===== src/rtl/pmc_pkg.sv =====
package pmc_pkg;

  typedef enum logic [1:0] {
    MODE_RUN0 = 2'd0,
    MODE_RUN1 = 2'd1,
    MODE_RUN2 = 2'd2,
    MODE_STOP = 2'd3
  } pmcMode_e;

  typedef enum logic [1:0] {
    ARM_IDLE = 2'd0,
    ARM_CFG  = 2'd1,
    ARM_KEY  = 2'd2
  } armState_e;

  localparam logic [1:0] ADDR_CFG  = 2'd0;
  localparam logic [1:0] ADDR_KEY  = 2'd1;
  localparam logic [1:0] ADDR_NKEY = 2'd2;

  typedef struct packed {
    logic     ldTgt;
    pmcMode_e tgtVal;
    logic     clrAbort;
    logic     commit;
    logic     abort;
  } pmcStrb_t;

endpackage


===== src/rtl/pmc_evt_sync.sv =====
module pmc_evt_sync #(
  parameter int N_EVT  = 4,
  parameter int STAGES = 2
) (
  input  logic             clk,
  input  logic             rst,
  input  logic [N_EVT-1:0] evtIn,
  output logic             evtAny
);

  logic [N_EVT-1:0] stage [STAGES];

  always_ff @(posedge clk) begin
    if (rst) stage[0] <= '0;
    else     stage[0] <= evtIn;
  end

  for (genvar s = 1; s < STAGES; s++) begin : g_stage
    always_ff @(posedge clk) begin
      if (rst) stage[s] <= '0;
      else     stage[s] <= stage[s-1];
    end
  end

  assign evtAny = |stage[STAGES-1];

endmodule


===== src/rtl/pmc_ctrl.sv =====
module pmc_ctrl
  import pmc_pkg::*;
#(
  parameter int              KEY_W   = 16,
  parameter logic [KEY_W-1:0] KEY_VAL = 16'h5AF0
) (
  input  logic             clk,
  input  logic             rst,
  input  logic             wrEn,
  input  logic [1:0]       wrAddr,
  input  logic [KEY_W-1:0] wrData,
  input  logic             evtAny,
  input  logic             seqAck,
  output pmcStrb_t         strb,
  output logic             busy
);

  localparam logic [KEY_W-1:0] KEY_INV = ~KEY_VAL;

  armState_e armSt, armNx;
  logic      busyNx;
  logic      cfgWr, keyWr, nkeyWr;

  assign cfgWr  = wrEn && !busy && (wrAddr == ADDR_CFG);
  assign keyWr  = wrEn && !busy && (wrAddr == ADDR_KEY);
  assign nkeyWr = wrEn && !busy && (wrAddr == ADDR_NKEY);

  always_comb begin
    strb   = '0;
    armNx  = armSt;
    busyNx = busy;
    if (busy) begin
      armNx = ARM_IDLE;
      if (evtAny) begin
        strb.abort = 1'b1;
        busyNx     = 1'b0;
      end else if (seqAck) begin
        strb.commit = 1'b1;
        busyNx      = 1'b0;
      end
    end else if (cfgWr) begin
      armNx         = ARM_CFG;
      strb.ldTgt    = 1'b1;
      strb.tgtVal   = pmcMode_e'(wrData[1:0]);
      strb.clrAbort = 1'b1;
    end else begin
      case (armSt)
        ARM_CFG: begin
          if (keyWr)       armNx = (wrData == KEY_VAL) ? ARM_KEY : ARM_IDLE;
          else if (nkeyWr) armNx = ARM_IDLE;
        end
        ARM_KEY: begin
          if (nkeyWr) begin
            armNx = ARM_IDLE;
            if (wrData == KEY_INV) begin
              if (evtAny) strb.abort = 1'b1;
              else        busyNx     = 1'b1;
            end
          end else if (keyWr) begin
            armNx = ARM_IDLE;
          end
        end
        default: ;
      endcase
    end
  end

  always_ff @(posedge clk) begin
    if (rst) begin
      armSt <= ARM_IDLE;
      busy  <= 1'b0;
    end else begin
      armSt <= armNx;
      busy  <= busyNx;
    end
  end


  accept_sets_busy_chk: assert property (@(posedge clk) disable iff (rst)
    (!busy && armSt == ARM_KEY && wrEn && wrAddr == ADDR_NKEY &&
     wrData == KEY_INV && !evtAny) |=> busy);


  evt_drops_busy_chk: assert property (@(posedge clk) disable iff (rst)
    (busy && evtAny) |=> !busy);


  idle_while_busy_chk: assert property (@(posedge clk) disable iff (rst)
    busy |-> armSt == ARM_IDLE);

endmodule


===== src/rtl/pmc_dpath.sv =====
module pmc_dpath
  import pmc_pkg::*;
(
  input  logic       clk,
  input  logic       rst,
  input  pmcStrb_t   strb,
  output logic [1:0] curMode,
  output logic [1:0] tgtMode,
  output logic       abortFlag,
  output logic       donePulse
);

  pmcMode_e curQ, tgtQ;

  always_ff @(posedge clk) begin
    if (rst) begin
      curQ      <= MODE_RUN0;
      tgtQ      <= MODE_RUN0;
      abortFlag <= 1'b0;
      donePulse <= 1'b0;
    end else begin
      if (strb.ldTgt)    tgtQ <= strb.tgtVal;
      if (strb.commit)   curQ <= tgtQ;
      if (strb.clrAbort) abortFlag <= 1'b0;
      else if (strb.abort) abortFlag <= 1'b1;
      donePulse <= strb.commit;
    end
  end

  assign curMode = curQ;
  assign tgtMode = tgtQ;


  commit_loads_chk: assert property (@(posedge clk) disable iff (rst)
    strb.commit |=> (curMode == $past(tgtMode)) && donePulse);


  mode_hold_chk: assert property (@(posedge clk) disable iff (rst)
    !strb.commit |=> $stable(curMode));


  abort_sticky_chk: assert property (@(posedge clk) disable iff (rst)
    (abortFlag && !strb.clrAbort) |=> abortFlag);

endmodule


===== src/rtl/pwr_mode_ctrl.sv =====
module pwr_mode_ctrl
  import pmc_pkg::*;
#(
  parameter int               KEY_W      = 16,
  parameter logic [KEY_W-1:0] KEY_VAL    = 16'h5AF0,
  parameter int               SYNC_STAGE = 2
) (
  input  logic             clk,
  input  logic             rst,
  input  logic             wrEn,
  input  logic [1:0]       wrAddr,
  input  logic [KEY_W-1:0] wrData,
  input  logic             evtWake,
  input  logic             evtIrq,
  input  logic             evtRstExt,
  input  logic             evtClkFail,
  input  logic             seqAck,
  output logic             seqReq,
  output logic             xferActive,
  output logic [1:0]       curMode,
  output logic [1:0]       tgtMode,
  output logic             abortFlag,
  output logic             donePulse
);

  localparam int N_EVT = 4;

  logic [N_EVT-1:0] evtVec;
  logic             evtAny;
  logic             busy;
  pmcStrb_t         strb;

  assign evtVec = {evtClkFail, evtRstExt, evtIrq, evtWake};

  pmc_evt_sync #(.N_EVT(N_EVT), .STAGES(SYNC_STAGE)) u_sync (
    .clk(clk), .rst(rst), .evtIn(evtVec), .evtAny(evtAny)
  );

  pmc_ctrl #(.KEY_W(KEY_W), .KEY_VAL(KEY_VAL)) u_ctrl (
    .clk(clk), .rst(rst), .wrEn(wrEn), .wrAddr(wrAddr), .wrData(wrData),
    .evtAny(evtAny), .seqAck(seqAck), .strb(strb), .busy(busy)
  );

  pmc_dpath u_dpath (
    .clk(clk), .rst(rst), .strb(strb), .curMode(curMode), .tgtMode(tgtMode),
    .abortFlag(abortFlag), .donePulse(donePulse)
  );

  assign seqReq     = busy;
  assign xferActive = busy;


  done_single_chk: assert property (@(posedge clk) disable iff (rst)
    donePulse |=> !donePulse);

endmodule


===== config.mk =====
export PLATFORM = sky130hd
export DESIGN_NAME = pwr_mode_ctrl
export DESIGN_NICKNAME = d
export VERILOG_FILES = /design/src/rtl/pmc_pkg.sv /design/src/rtl/pmc_evt_sync.sv /design/src/rtl/pmc_ctrl.sv /design/src/rtl/pmc_dpath.sv /design/src/rtl/pwr_mode_ctrl.sv
export SDC_FILE = /design/constraint.sdc
export NUM_CORES = 1
export LEC_CHECK = 0
export ABC_AREA = 1
export BUFFER_PORTS_ARGS = -buffer_cell sky130_fd_sc_hd__buf_2
export CAP_MARGIN = 30
export CELL_PAD_IN_SITES_DETAIL_PLACEMENT = 1
export CELL_PAD_IN_SITES_GLOBAL_PLACEMENT = 2
export CORE_MARGIN = 3
export CORE_UTILIZATION = 21
export DETAILED_ROUTE_END_ITERATION = 7
export PLACE_DENSITY_LB_ADDON = 0.1
export REMOVE_ABC_BUFFERS = 1
export SYNTH_ARGS = -nofsm -noshare
export SYNTH_HDL_FRONTEND = slang
export SYNTH_SLANG_ARGS = --single-unit

===== constraint.sdc =====
create_clock -name clk -period 1.3 [get_ports clk]
set_input_delay 0.39 -clock clk [delete_from_list [all_inputs] [get_ports clk]]
set_output_delay 0.39 -clock clk [all_outputs]
set_load 0.03 [all_outputs]

; ---- Word-level counts from Yosys, hierarchy flattened
; Memory sizes are Yosys's and may differ from the RTL's.
; Index checks and enable logic that the tools add are counted.
[word_totals]
register_bits = 9
latch_bits = 0
ramBits = 8
rom_bits = 0
input_bits = 26
out_inout_bits = 8
elab_cells = 65
n_memories = 1
[classes]
addsub = 0
n_mul = 0
n_div = 0
order_cmp = 0
n_eq_ne = 10
n_shift = 0
n_mux = 31
bitwise = 2
reduce_logical = 14
[memory_table]
columns = memory, depth, width, rd, rd_clocked_by_memory_dff, wr, line
row1 = u_sync.stage, 2, 4, 2, 0, 2, pmc_evt_sync.sv:11  ; logic [N_EVT-1:0] stage [STAGES];
[op_table]
columns = operator, count
row1 = 1-bit 2-to-1 mux, 21
row2 = 16-bit by 15-bit == test with 1-bit output (second input constant), 1
row3 = 16-bit == test (second input constant), 1
row4 = 4-bit 2-to-1 mux, 4
row5 = 2-bit 2-to-1 mux, 5
row6 = 4-bit by 1-bit != test with 1-bit output (second input constant), 2
row7 = 3-bit by 1-bit != test with 1-bit output (second input constant), 2
row8 = 3-bit AND reduction, 2
row9 = 2-bit by 1-bit == test with 1-bit output (second input constant), 2
row10 = 2-bit == test (second input constant), 2
row11 = 1-bit logical AND, 4
row12 = 2-bit one-hot mux with 2 select lines, 1
row13 = 2-bit OR reduction, 2
row14 = 4-bit OR reduction, 1
row15 = 3-bit nonzero test, 1
row16 = 3-bit OR reduction, 1
row17 = 2-bit zero test, 1
row18 = 1-bit OR, 2
row19 = 2-bit nonzero test, 1
row20 = 1-bit zero test, 1

; ---- Longest topological paths before layout
; Gate-level depths: netlist of the first run.
; An unclocked memory read counts as a cell.
[logic_depth]
depth_word = 8
mapped_depth = 9
mapped_depth_nobuf = 9

; ---- Modules after synthesis
; A second synthesis of the first run with hierarchy kept.
[hier_totals]
cells_unflattened = 141
area_unflattened_um2 = 865.8
[modules_own_cells]
columns = mod, instances, cells_per_inst, area_each_um2, seq_area_each_um2
row1 = pmc_ctrl, 1, 81, 397.9, 60.1
row2 = pmc_evt_sync, 1, 28, 242.7, 160.2
row3 = pmc_dpath, 1, 31, 217.7, 120.1
row4 = pwr_mode_ctrl, 1, 1, 7.5, 0.0

; ---- Worst setup path after synthesis of the first run
; OpenSTA, ideal clock, no wires.
[synth_path]
path_kind = register to register
startpoint = reg u_ctrl.armSt[0]
endpoint = reg u_ctrl.armSt[1]
arrival_ns = 1.100
required_time_ns = 1.188
slack_ns = 0.088
stages_incl_launch_ff = 10
n_path_buf = 0
path_cell_list = dfxtp_1 inv_1 ha_1 or2_0 nand3_1 nand2_1 inv_1 nand2_1 nand2_1 nor2_2
[synth_via]
elab_chain_len = 3
word_cells_on_any_way = 7
cone_classes = 4 x eq/ne / 1 x mux / 2 x reduce/logical
[synth_lines]
columns = item, line
row1 = from (decl), pmc_ctrl.sv:20  ; armState_e armSt, armNx;
row2 = from (signal assigned), pmc_ctrl.sv:73  ; armSt <= armNx;
row3 = 2-bit == test / 2-bit by 1-bit == test with 1-bit output (equally long branches), pmc_ctrl.sv:47  ; case (armSt)
row4 = 3-bit by 1-bit != test with 1-bit output (no source line) / 2-bit nonzero test (equally long branches), n/a
row5 = 3-bit AND reduction (no source line), n/a
; Parallel ways exist; a longest one is shown, timed or not.
; A chain may end at the register's enable or synchronous reset.

; ---- Final worst setup path of the first run
[layout_path]
startpoint = reg u_ctrl.busy
endpoint = out seqReq
[layout_lines]
columns = item, line
row1 = from (decl), pmc_ctrl.sv:15  ; output logic busy
row2 = from (signal assigned), pmc_ctrl.sv:74  ; busy <= busyNx;
row3 = to (decl), pwr_mode_ctrl.sv:18  ; output logic seqReq,
; No word-level cell between the ends.

==> results of run 1 <==
[state kept, by name, indices dropped and copies added, names as in the netlist]
register           flops
u_dpath.abortFlag      1
u_ctrl.busy            1
u_sync.stage           8
u_dpath.tgtMode        2
u_dpath.donePulse      1
u_ctrl.armSt           2
u_dpath.curMode        2
[layout by cell type, fill, tap and decap left out, drive strengths merged]
master,synthesis,final
buf,2,33
nor2,27,27
inv,23,23
nand2,21,21
dfxtp,17,17
a21oi,7,7
nand3,5,5
o21ai,4,4
nand4,3,3
clkbuf,0,3
nor3,2,2
ha,2,2
or2,1,1
nand3b,1,1
clkinv,0,1
[final cells by class]
cell class	count	area (sq um)	share of cell area (%)
clock buffer	3	41.3	3.78
clock inverter	1	5.00	0.459
inverter	23	86.3	7.91
multi-input combinational	73	389	35.7
sequential	17	347	31.8
tap	46	57.6	5.28
timing repair buffer	33	165	15.1
[what timing repair did]
action,4_1_cts,5_1_grt
endpoints found under the hold margin,0,0
gates cloned,0,0
setup endpoints to repair,3,2
pin swaps,0,5
gates resized for setup,2,10
[where the power goes]
part           internal [W]  switching (W)  total [W]
Combinational     0.0000760       0.000102   0.000178
Sequential         0.000543      0.0000121   0.000555
Clock              0.000212       0.000176   0.000389
Total              0.000831       0.000290    0.00112
[worst paths after layout]
| check | start | endpoint | cells after the start |
|---|---|---|---|
| worst max-delay path | u_ctrl.busy$_SDFF_PP0_ | seqReq | 1 |
| worst max register to register | u_ctrl.armSt[1]$_SDFFE_PP0P_ | u_ctrl.armSt[1]$_SDFFE_PP0P_ | 9 |
| worst min-delay path | evtClkFail | u_sync.stage[0][3]$_SDFF_PP0_ | 3 |
| worst min register to register | u_sync.stage[0][1]$_SDFF_PP0_ | u_sync.stage[1][1]$_SDFF_PP0_ | 2 |
[logic make-up after synthesis]
kind of cell	share of synthesized area (%)
flops	42.5
fa+ha+maj	3.12
compound gates	7.34
simple gates	34.7
buf+inv	12.3
[layer usage]
| metal | vias to the layer above | global-route usage [%] |
|---|---|---|
| met5 | - | 0 |
| met4 | 0 | 2.28 |
| met3 | 2 | 4.33 |
| met2 | 21 | 13.6 |
| met1 | 328 | 10.7 |
| li1 | 416 | - |
[stage by stage]
| stage | utilization [%] | setup TNS (ns) | std cells | worst slack, ns | instance area [sq um] |
|---|---|---|---|---|---|
| finish | 31.2 | 0 | 196 | 0.0516 | 1090 |
| global route | 31.2 | -0.0116 | 196 | -0.0116 | 1090 |
| CTS | 30.3 | 0 | 196 | 0.00137 | 1060 |
| detailed placement | 28.9 | -0.0313 | 192 | -0.0313 | 1010 |
| global placement | 28.9 | 0 | 192 | 0.0351 | 1010 |
| floorplan | - | -0.193 | 113 | -0.0777 | 788 |
==> summary.md, run 1 <==
| Metric | Value |
|---|---|
| Post-route minimum period | `roughly 1.2 ns` |
| Starting density of the core | `a little under a quarter` |
| Cell with the most instances after synthesis | `inv_1` |
| Initial antenna violation count | `0` |
| Status | `finished clean` |
| Die width | `around 68 microns` |
| # clock sinks | `17` |
| Final setup skew | `between 0.007 and 0.008 ns` |
| Io pins | `34` |
| Layout filler cell count | `around 460` |
| Drt pass-1 iters | `2` |
| Unrepaired setup endpoints after global routing | `true` |
| Synth Register Bits | `17` |
| Critical path's largest stage delay | `approximately 0.39 ns` |
| Final setup fails | `0` |
| Critical Path AT | `0.86 ns` |
| Diodes inserted | `0` |
| Critical Path Start Type | `flip-flop` |
| Final WL | `between 1.5 and 2 mm` |
| I/O Buffers | `33` |
| Routed Antenna Nets | `0` |
| Largest net degree at the start of global routing | `11` |
| Top-area cell type share of the netlist area | `roughly 43%` |
| TritonCTS clock tree | `done` |
| Slew Limit Fails | `0` |
| Top_reg_cell synth | `dfxtp_1` |
| Buf+Inv Stages, Crit Path | `1` |
| Achievable Freq | `around 800 MHz` |
| DR DRC count | `0` |
| Worst path required time | `about 0.91 ns` |
| Pwr/cell area | `roughly 1000 nW/um^2` |
| CTS Buf Count | `3` |
| Die Y | `67.8 microns` |
| Synth Instances | `between 100 and 150` |
| Area grow syn2layout | `36.3%` |
| Root Driver | `clkbuf_8` |
| Cts hold-fix bufs | `0` |
| Tcrit/Tclk final | `96.0%` |
| Critical path class | `reg2out` |
| Synthesized area | `roughly 800 sq um` |
| EDFF count, synth | `0` |
| H-tree levels | `1` |
| Flop-to-flop setup slack | `0.09 ns` |
| Min Hold Slack | `between 0.3 and 0.4 ns` |
| Final nets | `179` |
| Wire per inst | `9.74 microns` |
| Register area share after synthesis | `42.5%` |
| Routed vias | `~770` |
| Uppermost routed layer | `met4` |
| GPL Wtd Cong | `approximately 0.70` |
| Worst-path fanout max | `5` |
| Row count | `21` |
| Worst-Skew Late Latency | `0.25 ns` |
| Top cells by area, synth | `dfxtp_1, inv_1, nor2_1` |
| Kind of cell adding the most delay to the critical path | `flip-flops` |
| Met2 WL post-DR | `826 microns` |
| Die area | `~4600 sq um` |
| Number of max-cap violations | `0` |
| Gr usage total | `around 8.8%` |
| M1 WL | `about 910 microns` |
| P_leak | `between 0.5 and 0.6 nW` |
| HP Class | `in2reg` |
| Critical Path, Cell by Cell | `buf_2` |
| Clock-pin slew on the worst setup and hold paths | `around 0.07 ns` |
| Syn_area_per_cell | `just under 7 sq um` |
| Core ar. | `3490 sq um` |
| First-pass GRT wire length | `about 3 mm` |
| Met3 WL | `161 microns` |
| Iter 0 DRT Violations | `20` |
| Share of layout cells above drive strength 1 | `a little over a third` |
| Relative slew slack | `84.3%` |
| Commonest cells post-synth | `inv_1, nor2_1, nand2_1` |
| PnR Total Power | `~0.0011 W` |
| Cell variety after synth | `19` |
| Slowest CP cell | `dfxtp_2` |
| Vias in the first global route | `between 700 and 800` |
| Yosys warns | `0` |
| Total setup buffers inserted after CTS | `0` |
| Routed vias/inst | `3.91` |
| Fin. Hold Viols | `0` |
| DP HPWL | `1.58 mm` |
| Grt ovf | `0` |
| VDD IR max | `approximately 400 uV` |
| Synth area leader | `dfxtp_1` |
| Longest Clk Path Bufs | `2` |
| Share of synthesized registers carrying an async set or reset | `0%` |
| Endpoint type of the worst setup path | `output pin` |
| Slew at the pin with the worst max-slew slack | `0.235 ns` |
Note: power is estimated with default switching activity, not from simulation.
==> run 2, diff against run 1 <==
- CELL_PAD_IN_SITES_DETAIL_PLACEMENT: 1 -> 0
- CELL_PAD_IN_SITES_GLOBAL_PLACEMENT: 2 -> 1
- CORE_UTILIZATION: 21 -> 28
==> run 2 against run 1 <==
  * Clock skew shrank 0.0059 ns
  * Critical endpoint unchanged
  * Setup slack worse by 0.011 ns
  * Utilization rose by 9.0 points
  * Combinational power hardly changed
  * Clock power decreased by 32%
  * Routed wire length is 13% lower
  * Hold slack lost 0.032 ns
==> summary.md, run 2 (synthesized netlist as in run 1, its figures left out) <==
| Metric | Value |
|---|---|
| Status | `finished clean` |
| Wire per inst | `a little over 9 microns` |
| Diodes inserted | `0` |
| Drt pass-1 iters | `4` |
| Final nets | `~180` |
| Final setup fails | `0` |
| Pwr/cell area | `roughly 950 nW/um^2` |
| Buf+Inv Stages, Crit Path | `1` |
| Row count | `18` |
| Final WL | `about 1.7 mm` |
| Die area | `about 3500 sq um` |
| Slowest CP cell | `dfxtp_4` |
| Unrepaired setup endpoints after global routing | `true` |
| Critical path's largest stage delay | `approximately 0.40 ns` |
| Iter 0 DRT Violations | `22` |
| Post-route cell area | `1040 sq um` |
| CTS Buf Count | `3` |
| Io pins | `34` |
| Die Y | `59.5 microns` |
| GPL Wtd Cong | `about 0.65` |
| Max reg flops | `8` |
| Slew at the pin with the worst max-slew slack | `between 0.2 and 0.25 ns` |
| Number of max-cap violations | `0` |
| Relative slew slack | `between 80% and 90%` |
| Total setup buffers inserted after CTS | `0` |
| Kind of cell adding the most delay to the critical path | `flip-flops` |
| Critical Path Start Type | `flip-flop` |
| Routed vias/inst | `~4.2` |
| Worst-path fanout max | `5` |
| Die width | `just under 60 microns` |
| Slew Limit Fails | `0` |
| Critical path class | `reg2out` |
| Routed vias | `approximately 750` |
| End-of-flow core utilization | `between 40 and 50%` |
| Fin. Hold Viols | `0` |
| Core ar. | `between 2000 and 3000 sq um` |
| DR DRC count | `0` |
| PnR Total Power | `between 0.0009 and 0.001 W` |
| DP HPWL | `about 1.4 mm` |
| Endpoint type of the worst setup path | `output pin` |
| # clock sinks | `17` |
| Setup ws final | `a little over 0.04 ns` |
| Critical Path, Cell by Cell | `clkbuf_4` |
| Layout filler cell count | `295` |
| Area grow syn2layout | `30.0%` |
| Setup WS pre-CTS | `-0.0127 ns` |
| Final setup skew | `around 0.0019 ns` |
| Clock-pin slew on the worst setup and hold paths | `about 0.090 ns` |
| Tcrit/Tclk final | `96.9%` |
| First-pass GRT wire length | `~2.9 mm` |
| H-tree levels | `1` |
| P_leak | `0.527 nW` |
| Most common cell after layout, fill and taps aside | `buf_2` |
| Initial antenna violation count | `0` |
| Setup TNS | `0 ns` |
| Starting density of the core | `a little under a third` |
| Share of layout cells above drive strength 1 | `a little over a third` |
| Critical Path AT | `0.87 ns` |
| Most frequent cells in the layout | `buf_2, inv_1, nor2_1` |
| Area post-placement | `~1000 sq um` |
| Worst-Skew Late Latency | `roughly 0.28 ns` |
| Biggest register | `u_sync.stage` |
| VDD IR max | `615 uV` |
| HP Class | `in2reg` |
| Longest Clk Path Bufs | `2` |
| I/O Buffers | `33` |
| Root Driver | `clkbuf_4` |
| Grt ovf | `0` |
| Cts hold-fix bufs | `0` |
| Achievable Freq | `794 MHz` |
| Post-route minimum period | `1.26 ns` |
| TritonCTS clock tree | `done` |
| Worst path required time | `just over 0.9 ns` |
| Vias in the first global route | `roughly 730` |
| Largest net degree at the start of global routing | `11` |
| Gr usage total | `roughly 11%` |
| Routed Antenna Nets | `0` |
run 2: cell count changes in the layout (fill, tap and decap cells not counted), sizes merged:
cell    delta
buf        -2
clkbuf     +3
clkinv     -1
run 2: worst paths after layout:
check / slack (ns) / end / depth (start not counted) / from
setup / recovery: 0.04 / seqReq / 1 / u_ctrl.busy$_SDFF_PP0_
hold / removal: 0.30 / u_sync.stage[0][1]$_SDFF_PP0_ / 3 / evtIrq
setup reg to reg: 0.07 / u_ctrl.armSt[1]$_SDFFE_PP0P_ / 9 / u_ctrl.armSt[1]$_SDFFE_PP0P_
hold reg to reg: 0.41 / u_sync.stage[1][1]$_SDFF_PP0_ / 2 / u_sync.stage[0][1]$_SDFF_PP0_
run 2: timing repair:
action / CTS / global route
pin swaps: 0 / 8
resized for setup: 2 / 10
setup endpoints to repair: 3 / 4
run 2: through the flow:
step | instances | hold slack, ns
after floorplan | 113 | 0.388
after CTS | 180 | 0.295
after global routing | 180 | 0.297
after detailed placement | 176 | 0.396
after global placement | 176 | 0.390
final | 180 | 0.305
run 2: cell type report:
| type | count | area [sq um] | area share, % |
|---|---|---|---|
| inverters | 23 | 86.3 | 8.29 |
| multi-input cells | 73 | 374 | 35.9 |
| well taps | 30 | 37.5 | 3.61 |
| clock buffers | 4 | 26.3 | 2.52 |
| flip-flops and latches | 17 | 347 | 33.3 |
| repair buffers | 33 | 170 | 16.3 |
run 2: routing by layer:
metal | track usage [%] | up-vias | share of wire [%]
met3 | 1.31 | 2 | 8.8
met1 | 12.2 | 302 | 43
li1 | - | 420 | -
met5 | 0 | - | 0
met4 | 5.83 | 0 | 0.96
met2 | 19.2 | 25 | 47
run 2: tightest hold or removal path: stages:
cell and delay (ns):
buf_2 0.07, inv_1 0.03, nor2_1 0.06
run 2: power by group:
part / total, W / switching (W) / leakage, nW / internal [W]
Sequential: 0.000549 / 0.00000827 / 0.141 / 0.000541
Combinational: 0.000177 / 0.000102 / 0.371 / 0.0000749
Clock: 0.000263 / 0.000144 / 0.0150 / 0.000119
Total: 0.000989 / 0.000254 / 0.527 / 0.000735
==> run 3, diff against run 2 <==
- CORE_ASPECT_RATIO: default -> 1.2
==> run 3 against run 2 <==
  * Sequential cell count unchanged
  * Cell count up 1.7%
  * Combinational power down 3%
  * Fmax grew 2.8%
  * Largest cell class unchanged
==> summary.md, run 3 (synthesized netlist as in run 1, its figures left out) <==
| Metric | Value |
|---|---|
| Slew at the pin with the worst max-slew slack | `roughly 0.23 ns` |
| Int Power | `about 0.00073 W` |
| Final setup fails | `0` |
| FF-to-FF End | `u_ctrl.armSt[1]$_SDFFE_PP0P_` |
| Root Driver | `clkbuf_4` |
| Worst-path fanout max | `5` |
| CTS Buf Count | `3` |
| Die area | `roughly 3500 sq um` |
| Critical Path Start Type | `flip-flop` |
| P_leak | `0.533 nW` |
| Biggest register | `u_sync.stage` |
| Kind of cell adding the most delay to the critical path | `flip-flops` |
| H-tree levels | `1` |
| Final std cells w/o fill | `183` |
| Post-route minimum period | `1.23 ns` |
| Number of max-cap violations | `0` |
| Io pins | `34` |
| Gr usage total | `a little over a tenth` |
| Post-Place Cells | `roughly 180` |
| Die Y | `roughly 65 microns` |
| I/O Buffers | `33` |
| Critical path class | `reg2out` |
| Final WL | `between 1.5 and 2 mm` |
| Worst Hold Endpoint | `u_sync.stage[0][2]$_SDFF_PP0_` |
| Worst-Skew Late Latency | `about 0.28 ns` |
| Uppermost routed layer | `met4` |
| Most common cell after layout, fill and taps aside | `buf_2` |
| Met3 WL | `roughly 150 microns` |
| # clock sinks | `17` |
| Hold Path Cell Cnt | `3` |
| Total setup buffers inserted after CTS | `0` |
| Slowest CP cell | `dfxtp_4` |
| Final setup skew | `approximately 0.0042 ns` |
| Unrepaired setup endpoints after global routing | `false` |
| Initial antenna violation count | `0` |
| Routed vias | `approximately 790` |
| Critical Path, Cell by Cell | `buf_4` |
| Iter 0 DRT Violations | `5` |
| Row count | `20` |
| Achievable Freq | `816 MHz` |
| Routed Antenna Nets | `0` |
| Pwr/cell area | `approximately 950 nW/um^2` |
| VDD IR max | `~530 uV` |
| Sw frac | `26.1%` |
| Hold Startpoint | `evtRstExt` |
| Relative slew slack | `a little over four fifths` |
| Area grow syn2layout | `30.5%` |
| M1 WL | `684 microns` |
| Max reg flops | `8` |
| Flop-to-flop setup slack | `0.11 ns` |
| Routed vias/inst | `between 4 and 5` |
| Critical Path AT | `roughly 0.84 ns` |
| Clock share of power | `a little over a quarter` |
| Largest net degree at the start of global routing | `11` |
| Core ar. | `2630 sq um` |
| Reg power frac | `between 50% and 60%` |
| Wire per inst | `~9.6 microns` |
| Tcrit/Tclk final | `94.3%` |
| Endpoint type of the worst setup path | `output pin` |
| Met2 WL post-DR | `roughly 900 microns` |
| DP HPWL | `roughly 1.5 mm` |
| GPL Wtd Cong | `between 0.6 and 0.7` |
| Starting density of the core | `30.5%` |
| Longest Clk Path Bufs | `2` |
| Comb power frac | `about 17%` |
| Buf+Inv Stages, Crit Path | `1` |
| Setup TNS | `0 ns` |
| Grt ovf | `0` |
| Slew Limit Fails | `0` |
| Critical path's largest stage delay | `just under 0.4 ns` |
| Post-route cell area | `about 1000 sq um` |
| Reg-to-Reg Start | `u_ctrl.armSt[1]$_SDFFE_PP0P_` |
| Fin. Hold Viols | `0` |
| Worst R2R Path Depth | `9` |
| Vias in the first global route | `743` |
| Die width | `roughly 55 microns` |
| Sw power | `approximately 0.00026 W` |
| Worst path required time | `slightly above 0.9 ns` |
| TritonCTS clock tree | `done` |
| Share of layout cells above drive strength 1 | `a little over a third` |
| Drt pass-1 iters | `2` |
| Cts hold-fix bufs | `0` |
| Area post-placement | `between 900 and 1000 sq um` |
| Diodes inserted | `0` |
| Final nets | `approximately 180` |
| HP Class | `in2reg` |
| End-of-flow core utilization | `39.8%` |
| DR DRC count | `0` |
| Most frequent cells in the layout | `buf_2, inv_1, nor2_1` |
| Clock-pin slew on the worst setup and hold paths | `roughly 0.090 ns` |
| Status | `finished clean` |
| PnR Total Power | `a little under 0.001 W` |
| First-pass GRT wire length | `around 2.8 mm` |
==> run 3: changes by cell type in the layout (fill, tap and decap cells not counted) <==
cell      change
buf_4         +2
clkbuf_4      -2
inv_1         +1
inv_2         -1
nand2_1       +2
nand2_2       -2
nand3_1       -1
nand3_2       +1
or2_0         -1
or2_1         +1
==> run 3: worst max-delay path by stage <==
stage | startpoint | endpoint | slack [ns] | cells after the start
2_1_floorplan | u_ctrl.busy$_SDFF_PP0_ | u_dpath.curMode[0]$_SDFFE_PP0P_ | -0.08 | 4
3_3_place_gp | u_ctrl.armSt[0]$_SDFFE_PP0P_ | u_ctrl.armSt[1]$_SDFFE_PP0P_ | 0.05 | 9
3_5_place_dp | u_ctrl.armSt[0]$_SDFFE_PP0P_ | u_ctrl.armSt[1]$_SDFFE_PP0P_ | 0.02 | 9
4_1_cts | u_ctrl.busy$_SDFF_PP0_ | seqReq | -0.002 | 1
5_1_grt | u_ctrl.armSt[1]$_SDFFE_PP0P_ | u_ctrl.armSt[1]$_SDFFE_PP0P_ | 0.005 | 9
6_report | u_ctrl.busy$_SDFF_PP0_ | seqReq | 0.07 | 1
==> run 3: final cells by class <==
type / count / area (sq um)
Sequential cell: 17 / 347
Inverter: 23 / 86.3
Clock buffer: 4 / 26.3
Tap cell: 33 / 41.3
Fill cell: 297 / 1580
Multi-Input combinational cell: 73 / 374
Timing Repair Buffer: 33 / 170
==> run 3: through the flow <==
stage          hold slack, ns  setup WS [ns]
4_1_cts                 0.295       -0.00220
3_3_place_gp            0.390         0.0526
3_5_place_dp            0.397         0.0235
5_1_grt                 0.301        0.00470
6_report                0.299         0.0742
2_1_floorplan           0.388        -0.0777
==> run 3: layer usage <==
metal	global-route usage, %	up-vias
met5	0	-
li1	-	418
met2	20.3	26
met1	10.5	341
met4	5.61	0
met3	2.30	2
==> run 3: timing repair <==
action                                  in CTS  in global routing
pin swaps                                    0                  2
resized for setup                            1                 12
endpoints found under the setup margin       2                  5
==> run 3: power by group through the flow <==
stage          registers, W  clock network (W)   logic, W
2_1_floorplan      0.000567                  0  0.0000932
3_3_place_gp       0.000562                  0   0.000162
3_5_place_dp       0.000563                  0   0.000167
4_1_cts            0.000550           0.000284   0.000168
5_1_grt            0.000552           0.000316   0.000201
6_report           0.000549           0.000272   0.000171
